## src/rtl/irq_agg_pkg.sv

```systemverilog
package irq_agg_pkg;

  typedef enum logic [2:0] {
    RI_TOP     = 3'd0,
    RI_TOP_EN  = 3'd1,
    RI_LINE    = 3'd2,
    RI_LINE_EN = 3'd3,
    RI_STS     = 3'd4,
    RI_STS_EN  = 3'd5,
    RI_SPCL    = 3'd6,
    RI_SPCL_EN = 3'd7
  } reg_idx_e;

  localparam logic [2:0] GI_STAT = 3'd0;
  localparam logic [2:0] GI_MODE = 3'd1;

  localparam int unsigned N_LOW = 3;

endpackage

```

## src/rtl/irq_low_reg.sv

```systemverilog
module irq_low_reg #(
  parameter int unsigned W = 8
) (
  input  logic         clk,
  input  logic         rst_n,
  input  logic [W-1:0] ev,
  input  logic         rd_clr,
  input  logic         en_wr,
  input  logic [W-1:0] wdata,
  output logic [W-1:0] pend,
  output logic [W-1:0] en,
  output logic         summary
);

  logic [W-1:0] pend_q, pend_d;
  logic [W-1:0] en_q, en_d;

  // The read returns the current value, so all bits are cleared and new events are merged in.
  always_comb begin
    pend_d = rd_clr ? ev : (pend_q | ev);
    en_d   = en_wr ? wdata : en_q;
  end

  always_ff @(posedge clk or negedge rst_n) begin
    if (!rst_n) begin
      pend_q <= '0;
      en_q   <= '0;
    end else begin
      pend_q <= pend_d;
      en_q   <= en_d;
    end
  end

  assign pend    = pend_q;
  assign en      = en_q;
  assign summary = |(pend_q & en_q);

endmodule

```

## src/rtl/irq_chan.sv

```systemverilog
module irq_chan
  import irq_agg_pkg::*;
#(
  parameter int unsigned W = 8
) (
  input  logic         clk,
  input  logic         rst_n,
  input  logic [W-1:0] line_ev,
  input  logic [W-1:0] sts_ev,
  input  logic [W-1:0] spcl_ev,
  input  logic [W-4:0] top_ev,
  input  logic [2:0]   idx,
  input  logic         rd_stb,
  input  logic         wr_stb,
  input  logic [W-1:0] wdata,
  output logic [W-1:0] rdata,
  output logic         chan_irq
);

  localparam int unsigned DW = W - N_LOW;

  logic [N_LOW-1:0][W-1:0] low_ev;
  logic [N_LOW-1:0][W-1:0] low_pend;
  logic [N_LOW-1:0][W-1:0] low_en;
  logic [N_LOW-1:0]        low_sum;

  assign low_ev = {spcl_ev, sts_ev, line_ev};

  for (genvar k = 0; k < N_LOW; k++) begin : g_low
    localparam logic [2:0] PIDX = 3'(2 + 2 * k);
    localparam logic [2:0] EIDX = 3'(3 + 2 * k);
    irq_low_reg #(.W(W)) low_i (
      .clk     (clk),
      .rst_n   (rst_n),
      .ev      (low_ev[k]),
      .rd_clr  (rd_stb && (idx == PIDX)),
      .en_wr   (wr_stb && (idx == EIDX)),
      .wdata   (wdata),
      .pend    (low_pend[k]),
      .en      (low_en[k]),
      .summary (low_sum[k])
    );
  end

  logic [DW-1:0] dir_q, dir_d;
  logic [W-1:0]  ten_q, ten_d;
  logic [W-1:0]  top_val;

  always_comb begin
    dir_d = (rd_stb && (idx == RI_TOP)) ? top_ev : (dir_q | top_ev);
    ten_d = (wr_stb && (idx == RI_TOP_EN)) ? wdata : ten_q;
  end

  always_ff @(posedge clk or negedge rst_n) begin
    if (!rst_n) begin
      dir_q <= '0;
      ten_q <= '0;
    end else begin
      dir_q <= dir_d;
      ten_q <= ten_d;
    end
  end

  assign top_val  = {dir_q, low_sum};
  assign chan_irq = |(top_val & ten_q);

  always_comb begin
    case (reg_idx_e'(idx))
      RI_TOP:     rdata = top_val;
      RI_TOP_EN:  rdata = ten_q;
      RI_LINE:    rdata = low_pend[0];
      RI_LINE_EN: rdata = low_en[0];
      RI_STS:     rdata = low_pend[1];
      RI_STS_EN:  rdata = low_en[1];
      RI_SPCL:    rdata = low_pend[2];
      default:    rdata = low_en[2];
    endcase
  end

endmodule

```

## src/rtl/irq_pin_ctrl.sv

```systemverilog
module irq_pin_ctrl #(
  parameter int unsigned INIT_CYCLES = 64
) (
  input  logic clk,
  input  logic rst_n,
  input  logic any_irq,
  input  logic sel_wr,
  input  logic sel_wdata,
  output logic ready,
  output logic sel,
  output logic irq_n
);

  localparam int unsigned CW = (INIT_CYCLES > 1) ? $clog2(INIT_CYCLES) : 1;
  localparam logic [CW-1:0] LAST = CW'(INIT_CYCLES - 1);

  logic [CW-1:0] cnt_q, cnt_d;
  logic          rdy_q, rdy_d;
  logic          sel_q, sel_d;
  logic          cnt_en;

  assign cnt_en = !rdy_q;

  always_comb begin
    cnt_d = cnt_q;
    rdy_d = rdy_q;
    if (cnt_en) begin
      if (cnt_q == LAST) rdy_d = 1'b1;
      else               cnt_d = cnt_q + 1'b1;
    end
    sel_d = sel_wr ? sel_wdata : sel_q;
  end

  always_ff @(posedge clk or negedge rst_n) begin
    if (!rst_n) begin
      cnt_q <= '0;
      rdy_q <= 1'b0;
      sel_q <= 1'b0;
    end else begin
      if (cnt_en) cnt_q <= cnt_d;
      rdy_q <= rdy_d;
      sel_q <= sel_d;
    end
  end

  assign ready = rdy_q;
  assign sel   = sel_q;
  assign irq_n = rdy_q ? (sel_q ? !any_irq : 1'b1) : 1'b0;

endmodule

```

## src/rtl/irq_agg_top.sv

```systemverilog
module irq_agg_top
  import irq_agg_pkg::*;
#(
  parameter int unsigned NCH         = 4,
  parameter int unsigned W           = 8,
  parameter int unsigned INIT_CYCLES = 64
) (
  input  logic                 clk,
  input  logic                 rst_n,
  input  logic [NCH*W-1:0]     line_ev,
  input  logic [NCH*W-1:0]     sts_ev,
  input  logic [NCH*W-1:0]     spcl_ev,
  input  logic [NCH*(W-3)-1:0] top_ev,
  input  logic                 reg_rd,
  input  logic                 reg_wr,
  input  logic [5:0]           reg_addr,
  input  logic [W-1:0]         reg_wdata,
  output logic [W-1:0]         reg_rdata,
  output logic                 irq_n
);

  localparam int unsigned CHW = (NCH > 1) ? $clog2(NCH) : 1;
  localparam int unsigned AW  = 1 + CHW + 3;
  localparam int unsigned DW  = W - N_LOW;

  // reset: asynchronous assertion, release through two flops
  logic [1:0] rs_q;
  logic       rst_i;

  always_ff @(posedge clk or negedge rst_n) begin
    if (!rst_n) rs_q <= 2'b00;
    else        rs_q <= {rs_q[0], 1'b1};
  end
  assign rst_i = rs_q[1];

  logic           ready;
  logic           sel;
  logic           acc_rd, acc_wr;
  logic           is_glob;
  logic [CHW-1:0] ch_sel;
  logic [2:0]     ridx;

  assign is_glob = reg_addr[AW-1];
  assign ch_sel  = reg_addr[AW-2:3];
  assign ridx    = reg_addr[2:0];
  assign acc_rd  = ready && reg_rd;
  assign acc_wr  = ready && reg_wr;

  logic [NCH-1:0]        glob;
  logic [NCH-1:0][W-1:0] ch_rdata;

  for (genvar c = 0; c < NCH; c++) begin : g_ch
    logic hit;
    assign hit = !is_glob && (ch_sel == CHW'(c));
    irq_chan #(.W(W)) chan_i (
      .clk      (clk),
      .rst_n    (rst_i),
      .line_ev  (line_ev[c*W +: W]),
      .sts_ev   (sts_ev[c*W +: W]),
      .spcl_ev  (spcl_ev[c*W +: W]),
      .top_ev   (top_ev[c*DW +: DW]),
      .idx      (ridx),
      .rd_stb   (acc_rd && hit),
      .wr_stb   (acc_wr && hit),
      .wdata    (reg_wdata),
      .rdata    (ch_rdata[c]),
      .chan_irq (glob[c])
    );
  end

  irq_pin_ctrl #(.INIT_CYCLES(INIT_CYCLES)) pin_i (
    .clk       (clk),
    .rst_n     (rst_i),
    .any_irq   (|glob),
    .sel_wr    (acc_wr && is_glob && (ridx == GI_MODE)),
    .sel_wdata (reg_wdata[0]),
    .ready     (ready),
    .sel       (sel),
    .irq_n     (irq_n)
  );

  logic [W-1:0] glob_byte;
  assign glob_byte = W'(glob);

  always_comb begin
    reg_rdata = '0;
    if (ready) begin
      if (!is_glob)                reg_rdata = ch_rdata[ch_sel];
      else if (ridx == GI_STAT)    reg_rdata = glob_byte;
      else if (ridx == GI_MODE)    reg_rdata = W'(sel);
    end
  end

endmodule

```

## config.mk

```make
export PLATFORM = sky130hd
export DESIGN_NAME = irq_agg_top
export DESIGN_NICKNAME = d
export VERILOG_FILES = /design/src/rtl/irq_agg_pkg.sv /design/src/rtl/irq_low_reg.sv /design/src/rtl/irq_chan.sv /design/src/rtl/irq_pin_ctrl.sv /design/src/rtl/irq_agg_top.sv
export SDC_FILE = /design/constraint.sdc
export NUM_CORES = 1
export LEC_CHECK = 0
export BUFFER_PORTS_ARGS = -buffer_cell sky130_fd_sc_hd__buf_2
export CELL_PAD_IN_SITES_DETAIL_PLACEMENT = 0
export CELL_PAD_IN_SITES_GLOBAL_PLACEMENT = 1
export CORE_MARGIN = 10
export CORE_UTILIZATION = 44
export CTS_BUF_LIST = sky130_fd_sc_hd__clkbuf_2 sky130_fd_sc_hd__clkbuf_4 sky130_fd_sc_hd__clkbuf_8
export DETAILED_ROUTE_END_ITERATION = 12
export GPL_ROUTABILITY_DRIVEN = 0
export PLACE_DENSITY_LB_ADDON = 0.1
export SLEW_MARGIN = 0
export SYNTH_ARGS = -nofsm -noshare
export SYNTH_HDL_FRONTEND = slang
export SYNTH_SLANG_ARGS = --single-unit
```

## constraint.sdc

```tcl
create_clock -name clk -period 7 [get_ports clk]
set_clock_uncertainty 0.05 [all_clocks]
set_input_delay 0.7 -clock clk [delete_from_list [all_inputs] [get_ports clk]]
set_output_delay 0.7 -clock clk [all_outputs]
set_load 0.1 [all_outputs]
```

# Word level (Yosys, flattened, before mapping)
# Index checks and enable logic that the tools add are counted.
# classes
n_addsub	1
n_lt_le_gt_ge	1
n_eq_ne	11
muxes	30
bitwise_logic	34
reduce_logical	70
# op_table
op	count
one-hot mux 8 bit (7 select lines)	4
bitwise AND 8 bit	16
OR reduction 8 bit	16
two-way mux 8 bit	15
OR 8 bit	12
logical AND 1 bit	48
OR reduction 32 bit	1
two-way mux 5 bit	4
OR 5 bit	4
binary-select mux 8 bit (select 2 bit)	1
== test 3 bit (second input constant)	4
adder 6 x 1 -> 6 bit (second input constant)	1
== test 3 x 2 -> 1 bit (second input constant)	2
== test 6 bit (second input constant)	1
two-way mux 1 bit	5
== test 2 bit (second input constant)	2
two-way mux 4 bit	1
== test 3 x 1 -> 1 bit (second input constant)	1
zero test 3 bit	1
< comparator 2 x 3 -> 1 bit (second input constant)	1
== test 2 x 1 -> 1 bit (second input constant)	1
zero test 1 bit	2
zero test 2 bit	1
inverter 1 bit	2
AND reduction 2 bit	1
# totals
ff_bits	254
in_bits	134
out_inout_bits	9
elab_cells	183

# Logic depth before layout (Yosys ltp)
# Gate-level depths: netlist of run 1.
# depth
ltp_word	7
ltp_mapped	10

# Modules after synthesis
# From an unflattened synthesis of run 1, not the netlist that was laid out.
# hier_totals
cells_unflattened	1053
area_unflattened_um2	13031.2
# modules_own_cells
module	instances	cells_per_inst	area_each_um2	seq_area_each_um2
irq_low_reg	12	39	631.9	400.4
irq_chan	4	125	1146.1	325.3
irq_agg_top	1	54	483.0	50.0
irq_pin_ctrl	1	31	381.6	200.2

# Worst setup path after synthesis of run 1
# OpenSTA, ideal clock, no wires.
# synth_path
path_kind	input -> output
start	input reg_addr[0]
end	output reg_rdata[6]
arrival_time_ns	3.859
setup_slack_ns	2.391
cell_stages	10
path_buffers	5
path_cell_list	buf_6 buf_6 buf_4 buf_4 buf_2 nor2_1 a21oi_1 o211ai_1 a21oi_1 nor3_1
# synth_between
elab_chain_len	6
elab_cells_between_ends	15
classes_between	eq/ne (6); mux (8); reduce/logical (1)
# synth_rtl
item	line_no	text
start, declared	irq_agg_top.sv:16	input logic [5:0] reg_addr,
== test 3 bit (tied with other cells)	irq_chan.sv:68	case (reg_idx_e'(idx))
one-hot mux 8 bit (7 select lines)	irq_chan.sv:68	
binary-select mux 8 bit (select 2 bit) *	irq_agg_top.sv:88	if (!is_glob) reg_rdata = ch_rdata[ch_sel];
two-way mux 8 bit (not written as such) *	irq_agg_top.sv:88	
two-way mux 8 bit *	irq_agg_top.sv:88	
two-way mux 8 bit *	irq_agg_top.sv:87	if (ready) begin
end, declared	irq_agg_top.sv:18	output logic [W-1:0] reg_rdata,
# Mark *: on every way between the ends. The rest lies on a longest branch, timed or not. The select of a mux whose other input is x is not followed.

# Final worst setup path of run 1
# layout_path
start	input reg_addr[1]
end	output reg_rdata[2]
# layout_between
elab_chain_len	6
elab_cells_between_ends	16
classes_between	eq/ne (6); mux (9); reduce/logical (1)
# layout_rtl
item	line_no
== test 3 bit (tied with other cells)	irq_chan.sv:68
one-hot mux 8 bit (7 select lines)	irq_chan.sv:68
binary-select mux 8 bit (select 2 bit)	irq_agg_top.sv:88
two-way mux 8 bit (not written as such)	irq_agg_top.sv:88
two-way mux 8 bit *	irq_agg_top.sv:88
two-way mux 8 bit *	irq_agg_top.sv:87
# Marks and branches as above.

==> results of run 1 <==
==> metrics by stage <==
stage	setup WS [ps]	utilization [%]	area (µm²)	power, W	cells
2_1_floorplan	2390	-	12200	0.00161	985
3_3_place_gp	2460	48.3	13100	0.00169	1456
3_5_place_dp	2350	48.3	13100	0.00169	1456
4_1_cts	2340	51.9	14100	0.00316	1534
5_1_grt	2080	51.9	14100	0.00324	1534
6_report	2340	51.9	14100	0.00313	1535
==> power by group through the flow <==
stage | clock (W) | sequential [W] | combinational, W
floorplan | 0 | 0.00152 | 0.0000919
global placement | 0 | 0.00150 | 0.000189
detailed placement | 0 | 0.00150 | 0.000190
CTS | 0.00149 | 0.00148 | 0.000191
global route | 0.00156 | 0.00148 | 0.000207
finish | 0.00146 | 0.00148 | 0.000192
==> registers in the layout, summed over array words and instances, names as in the netlist <==
name                          flops
g_ch.chan_i.g_low.low_i.pend     96
g_ch.chan_i.dir_q                20
pin_i.sel                         1
pin_i.cnt_q                       6
g_ch.chan_i.ten_q                32
rs_q                              2
g_ch.chan_i.g_low.low_i.en       96
pin_i.ready                       1
==> final timing paths <==
kind | startpoint | endpoint | slack [ps] | depth (start not counted)
worst max-delay path | reg_addr[1] | reg_rdata[2] | 2340 | 9
worst min-delay path | top_ev[10] | g_ch[2].chan_i.dir_q[0]$_DFF_PN0_ | 270 | 2
worst max register to register | pin_i.ready$_DFF_PN0_ | g_ch[0].chan_i.ten_q[6]$_DFFE_PN0P_ | 4500 | 4
worst min register to register | rs_q[0]$_DFF_PN0_ | rs_q[1]$_DFF_PN0_ | 300 | 0
max in group asynchronous | rs_q[1]$_DFF_PN0_ | g_ch[1].chan_i.ten_q[1]$_DFFE_PN0P_ | 5190 | 1
min in group asynchronous | rs_q[1]$_DFF_PN0_ | g_ch[2].chan_i.g_low[0].low_i.en[6]$_DFFE_PN0P_ | 390 | 0
==> routing by layer <==
metal	track usage, %	wire length (µm)	part of all wire, %
met1	31.8	18200	44
met5	0	0	0
met4	6.98	978	2.4
met3	4.62	3120	7.6
met2	35.2	18800	46
==> critical path, cell delays in order <==
cell and delay (ps):
buf_2 460, buf_4 640, nor3b_2 630, a221oi_1 220, nand4b_1 180, o2111ai_1 180
nor3_1 240, o22a_1 200, buf_2 440
==> cell type report <==
class | count | area share, %
flip-flops and latches | 254 | 45.1
multi-input cells | 678 | 39.2
clock buffers | 74 | 6.47
repair buffers | 149 | 5.54
well taps | 372 | 3.30
clock inverters | 3 | 0.284
inverters | 4 | 0.106
diodes | 1 | 0.0177
==> cells by family after synthesis <==
| logic type | after synthesis |
|---|---|
| AO/OA/AOI/OAI | 310 |
| XOR/XNOR | 5 |
| adder cells (fa/ha/maj) | 1 |
| buffers and inverters | 53 |
| flip-flops | 254 |
| multiplexers | 188 |
| other | 1 |
| AND/OR/NAND/NOR | 173 |
==> placed cells by master, fill, tap and decap left out, types with 9 or more instances in the layout <==
master,instances
a21o_1,116
a21oi_1,24
a221oi_1,15
a22oi_1,64
buf_2,141
clkbuf_4,17
clkbuf_8,57
dfrtp_1,253
mux2_2,147
mux2i_1,25
mux4_2,10
nand2_1,55
nand3_1,13
nand4_1,14
nor2_1,24
nor2_2,12
o211ai_1,9
o21ai_0,18
==> out/results.tsv, run 1 <==
stage	metric	value	unit
outcome	outcome	complete, no violations	
clocking	clkLatencyLatePin	550	ps
logic_synthesis	synth.avg_cell_area	12.4	µm²
detailed_routing	drc	0	
clocking	cts_tree	yes	
clocking	cts_sinks	254	
logic_synthesis	yosys.area.top_type_share	52.0	%
placed_design	io_buffers	142	
logic_synthesis	synth-xor-area-share	0.358	%
layout	multi_input_area	0.00553	mm²
floorplan	die-area	0.0349	mm²
layout	seqCellArea	0.00636	mm²
clocking	postCtsSetupRepairBufs	0	
setup_path	critPathRequiredTime	6250	ps
sta	hold_viol	0	
sta	rsz0062_at_grt	no	
logic_synthesis	syn_nets	1120	
run	maxCapViolations	0	
detailed_routing	routedWlPerCell	26.7	µm
grt	grt.total_usage	22.9	%
floorplan	die_h	187	µm
worst_hold_path	worstHoldPathType	in -> reg	
grt	grt_pass1_wl	62.1	mm
detailed_routing	route.vias.total	9410	
logic_synthesis	synth.distinct_cells	72	
layout	areaGrowthSynthToFinish	15.3	%
clocking	hold_buffers	1	
logic_synthesis	netlist_instances	985	
pwr	power.density	222	mW/mm²
sta	tns	0	ps
clocking	cts.reportedPaths.clkPinSlew	60	ps
logic_synthesis	synth.most_common_cell	dfrtp_1	
sta	period_needed	4660	ps
sta	worstMarginPinSlew	1010	ps
pwr	p_seq_share	47.3	%
floorplan	die_w	187	µm
sta	setup_viol_count_final	0	
clocking	cts_inserted_buffers	46	
logic_synthesis	yosys.area.top_type	dfrtp_1	
layout	fillers	2549	
logic_synthesis	yosysWarningCount	0	
grt	grt_pass1_vias	9808	
detailed_routing	viasPerCell	6.13	
logic_synthesis	synth_top_family_by_area	compound AO/OA/AOI/OAI gates	
floorplan	rows	60	
clocking	cts-htree-levels	2	
logic_synthesis	synth_seq_cells	254	
logic_synthesis	synthMuxAreaShare	18.1	%
logic_synthesis	synth_area	0.0122	mm²
floorplan	core_area	0.0272	mm²
detailed_routing	ant_nets	0	
sta	min_period_over_period	66.6	%
clocking	root_buffer	clkbuf_8	
logic_synthesis	synthTopCellsByArea	dfrtp_1 (52%), mux2_2 (14%), a21o_1 (7.1%)	
logic_synthesis	synth_fa_ha_area_share	0.102	%
pwr	power_frac_clock	46.6	%
setup_path	worstPathArrival	3910	ps
pwr	power_leakage	6.03	nW
placed_design	post-dp-hpwl	29.3	mm
detailed_routing	dr.pass1.iters	5	
logic_synthesis	synth_ff_type	dfrtp_1	
logic_synthesis	synth-edff-count	0	
floorplan	io_pins	143	
logic_synthesis	async_flop_share	100	%
floorplan	start_util	45.0	%
sta	fin_hold_ws	268	ps
detailed_routing	dr.first_iter.drc_count	866	
grt	antenna_found_initial	1	
setup_path	start_kind	input port	
layout	finalNetCount	1268	
clocking	cts_buffer_depth	3	
setup_path	worstSetupEndpointType	output port	
pwr	combPwrFrac	6.1	%
sta	drv_slew	0	
grt	grt-ovfl-total	0	
logic_synthesis	synthSimpleGateAreaFrac	7.54	%
pwr	switching_power	0.000741	W
pwr	peakVddDrop	163	µV
clocking	cts.repair.resized	0	
logic_synthesis	synth_compound_area_share	19.1	%
sta	slew_headroom	32.4	%
logic_synthesis	yosys-top-cells-count	dfrtp_1 (254), mux2_2 (147), a21o_1 (116)	
sta	clock.fmax	215	MHz
layout	drive_gt1_share	35.5	%
setup_path	critPathKind	in -> out	
setup_path	crit_fanout	52	
grt	grt_max_degree	134	
pwr	netSwitchingFraction	23.7	%
detailed_routing	wl	41.1	mm
logic_synthesis	seq_area_frac_synth	52.0	%
pwr	p_int	0.00238	W
No activity file was read; power rests on OpenSTA's default activity.
==> run 2, diff against run 1 <==
--- a/config.mk
+++ b/config.mk
@@ -9,7 +9,7 @@
 export CELL_PAD_IN_SITES_DETAIL_PLACEMENT = 0
 export CELL_PAD_IN_SITES_GLOBAL_PLACEMENT = 1
 export CORE_MARGIN = 10
-export CORE_UTILIZATION = 44
+export CORE_UTILIZATION = 49
 export CTS_BUF_LIST = sky130_fd_sc_hd__clkbuf_2 sky130_fd_sc_hd__clkbuf_4 sky130_fd_sc_hd__clkbuf_8
 export DETAILED_ROUTE_END_ITERATION = 12
 export GPL_ROUTABILITY_DRIVEN = 0
==> constraint.sdc (replaced) <==
create_clock -name clk -period 4.33 [get_ports clk]
set_clock_uncertainty 0.05 [all_clocks]
set_input_delay 0.433 -clock clk [delete_from_list [all_inputs] [get_ports clk]]
set_output_delay 0.433 -clock clk [all_outputs]
set_load 0.1 [all_outputs]
==> run 2 against run 1 <==
  * Sequential share of layout area fell by 3.5 points
  * Utilization rose by 11 points
  * Largest power group is now the clock network
  * Critical endpoint unchanged
  * Global-route usage rose by 3.1 points
==> out/results.tsv, run 2 (synthesis gave the netlist of run 1 again) <==
stage	metric	value	unit	change
outcome	outcome	complete, no violations		unchanged
pwr	power	0.00527	W	was 0.00313 W
clocking	root_buffer	clkbuf_8		unchanged
layout	post-route-util	62.4	%	was 51.9%
floorplan	die_w	178	µm	was 187 µm
clocking	cts_tree	yes		unchanged
clocking	cts.reportedPaths.clkPinSlew	60	ps	about the same
sta	clock.fmax	260	MHz	
setup_path	worstPathArrival	3360	ps	was 3910 ps
sta	period_needed	3840	ps	
pwr	power_leakage	6.56	nW	was 6.03 nW
clocking	cts_buffer_depth	3		unchanged
floorplan	start_util	50.0	%	was 45.0%
setup_path	critPathMaxStageDelay	950	ps	was 640 ps
grt	grt-ovfl-total	0		unchanged
grt	grt_pass1_vias	10500		was 9808
sta	hold_viol	0		unchanged
sta	slew_headroom	31.1	%	was 32.4%
pwr	power.density	345	mW/mm²	was 222 mW/mm²
clocking	cts.repair.resized	0		unchanged
layout	stdcell_area	0.0153	mm²	was 0.0141 mm²
clocking	cts_inserted_buffers	44		was 46
layout	drive_gt1_share	33.9	%	was 35.5%
floorplan	io_pins	143		unchanged
floorplan	core_area	0.0245	mm²	was 0.0272 mm²
setup_path	critPathKind	in -> out		unchanged
layout	layout_common_cells	dfrtp_1 (253), mux2_2 (147), buf_2 (138), a21o_1 (116), dlygate4sd3_1 (95)		was dfrtp_1 (253), mux2_2 (147), buf_2 (141), a21o_1 (116), a22oi_1 (64)
run	maxCapViolations	0		unchanged
clocking	cts_sinks	254		unchanged
placed_design	placed_area	0.0133	mm²	was 0.0131 mm²
grt	grt_max_degree	73		was 134
placed_design	io_buffers	142		unchanged
detailed_routing	route.vias.total	9873		was 9410
clocking	cts-htree-levels	2		unchanged
setup_path	start_kind	input port		unchanged
pwr	peakVddDrop	248	µV	was 163 µV
clocking	clkLatencyLatePin	550	ps	about the same
setup_path	worstSetupEndpointType	output port		unchanged
setup_path	crit_fanout	31		was 52
detailed_routing	drc	0		unchanged
sta	min_period_over_period	88.7	%	
layout	diodes	0		was 1
sta	drv_slew	0		unchanged
grt	grt_pass1_wl	62.9	mm	was 62.1 mm
setup_path	crit_family	simple AND/OR/NAND/NOR gates		was buffers and inverters
floorplan	die-area	0.0317	mm²	was 0.0349 mm²
sta	worstMarginPinSlew	1030	ps	was 1010 ps
layout	final_common_cell	dfrtp_1		unchanged
detailed_routing	ant_nets	0		unchanged
floorplan	die_h	178	µm	was 187 µm
setup_path	crit_path_top_delay_cell	nor3b_2		was buf_4
layout	areaGrowthSynthToFinish	24.9	%	was 15.3%
sta	rsz0062_at_grt	no		unchanged
sta	setup_viol_count_final	0		unchanged
worst_hold_path	worstHoldPathType	in -> reg		unchanged
placed_design	post-dp-hpwl	29.3	mm	about the same
grt	antenna_found_initial	0		was 1
detailed_routing	routedWlPerCell	25.9	µm	was 26.7 µm
detailed_routing	wl	41.4	mm	was 41.1 mm
sta	tns	0	ps	unchanged
detailed_routing	dr.first_iter.drc_count	926		was 866
sta	fin_hold_ws	14.7	ps	was 268 ps
setup_path	path_cells	buf_2 -> nor3b_2 -> a221oi_1 -> nand4b_1 -> o2111ai_1 -> nor3_1 -> o22a_1 -> buf_12		was buf_2 -> buf_4 -> nor3b_2 -> a221oi_1 -> nand4b_1 -> o2111ai_1 -> nor3_1 -> o22a_1 -> buf_2
setup_path	worst-path-buf-inv	2		was 3
grt	grt.total_usage	25.9	%	was 22.9%
setup_path	critPathRequiredTime	3850	ps	was 6250 ps
floorplan	rows	57		was 60
layout	finalNetCount	1376		was 1268
detailed_routing	viasPerCell	6.17		was 6.13
detailed_routing	dr.pass1.iters	5		unchanged
## run 2: stage by stage
stage / worst slack [ps] / cells
floorplan: 112 / 985
global route: 464 / 1600
detailed placement: 661 / 1424
finish: 490 / 1600
CTS: 645 / 1599
global placement: 627 / 1424
## run 2: final timing paths
| check | cells past startpoint | end | start | slack (ps) |
|---|---|---|---|---|
| setup / recovery | 8 | reg_rdata[2] | reg_addr[1] | 490 |
| max in group asynchronous | 2 | g_ch[1].chan_i.g_low[1].low_i.pend[6]$_DFF_PN0_ | rs_q[1]$_DFF_PN0_ | 2630 |
| setup reg to reg | 4 | g_ch[1].chan_i.ten_q[1]$_DFFE_PN0P_ | pin_i.ready$_DFF_PN0_ | 1780 |
| hold reg to reg | 0 | rs_q[1]$_DFF_PN0_ | rs_q[0]$_DFF_PN0_ | 300 |
| min in group asynchronous | 2 | rs_q[1]$_DFF_PN0_ | rst_n | 150 |
| hold / removal | 2 | g_ch[1].chan_i.dir_q[4]$_DFF_PN0_ | top_ev[9] | 10 |
## run 2: layer usage
layer	vias to the layer above	share of wire [%]	track usage, %
li1	4292	-	-
met1	5015	43	35.1
met2	480	46	40.6
met3	86	8.6	6.36
met4	0	2.5	7.50
met5	-	0	0
## run 2: what timing repair did
item                                    4_1_cts  5_1_grt
setup buffers                                 0        0
endpoints found under the hold margin        95        1
hold buffers                                 94        1
endpoints found under the setup margin        0        0
## run 2: final cells by class
class,count,area [µm²]
Fill cell,2013,9190
Sequential cell,254,6360
Multi-Input combinational cell,678,5530
Timing Repair Buffer,259,1940
Clock buffer,72,928
Tap cell,324,405
Clock inverter,9,100
Inverter,4,15.0
## run 2: power breakdown
group	internal [W]	switching, W
sequential	0.00238	0.0000135
combinational	0.000171	0.000221
clock	0.00148	0.00101
total	0.00402	0.00125
## run 2: worst register-to-register path: cells and delay by family (launching register included)
family / cells / cell delay (ps)
multiplexers: 1 / 400
flip-flops: 1 / 550
AND/OR/NAND/NOR: 3 / 1430
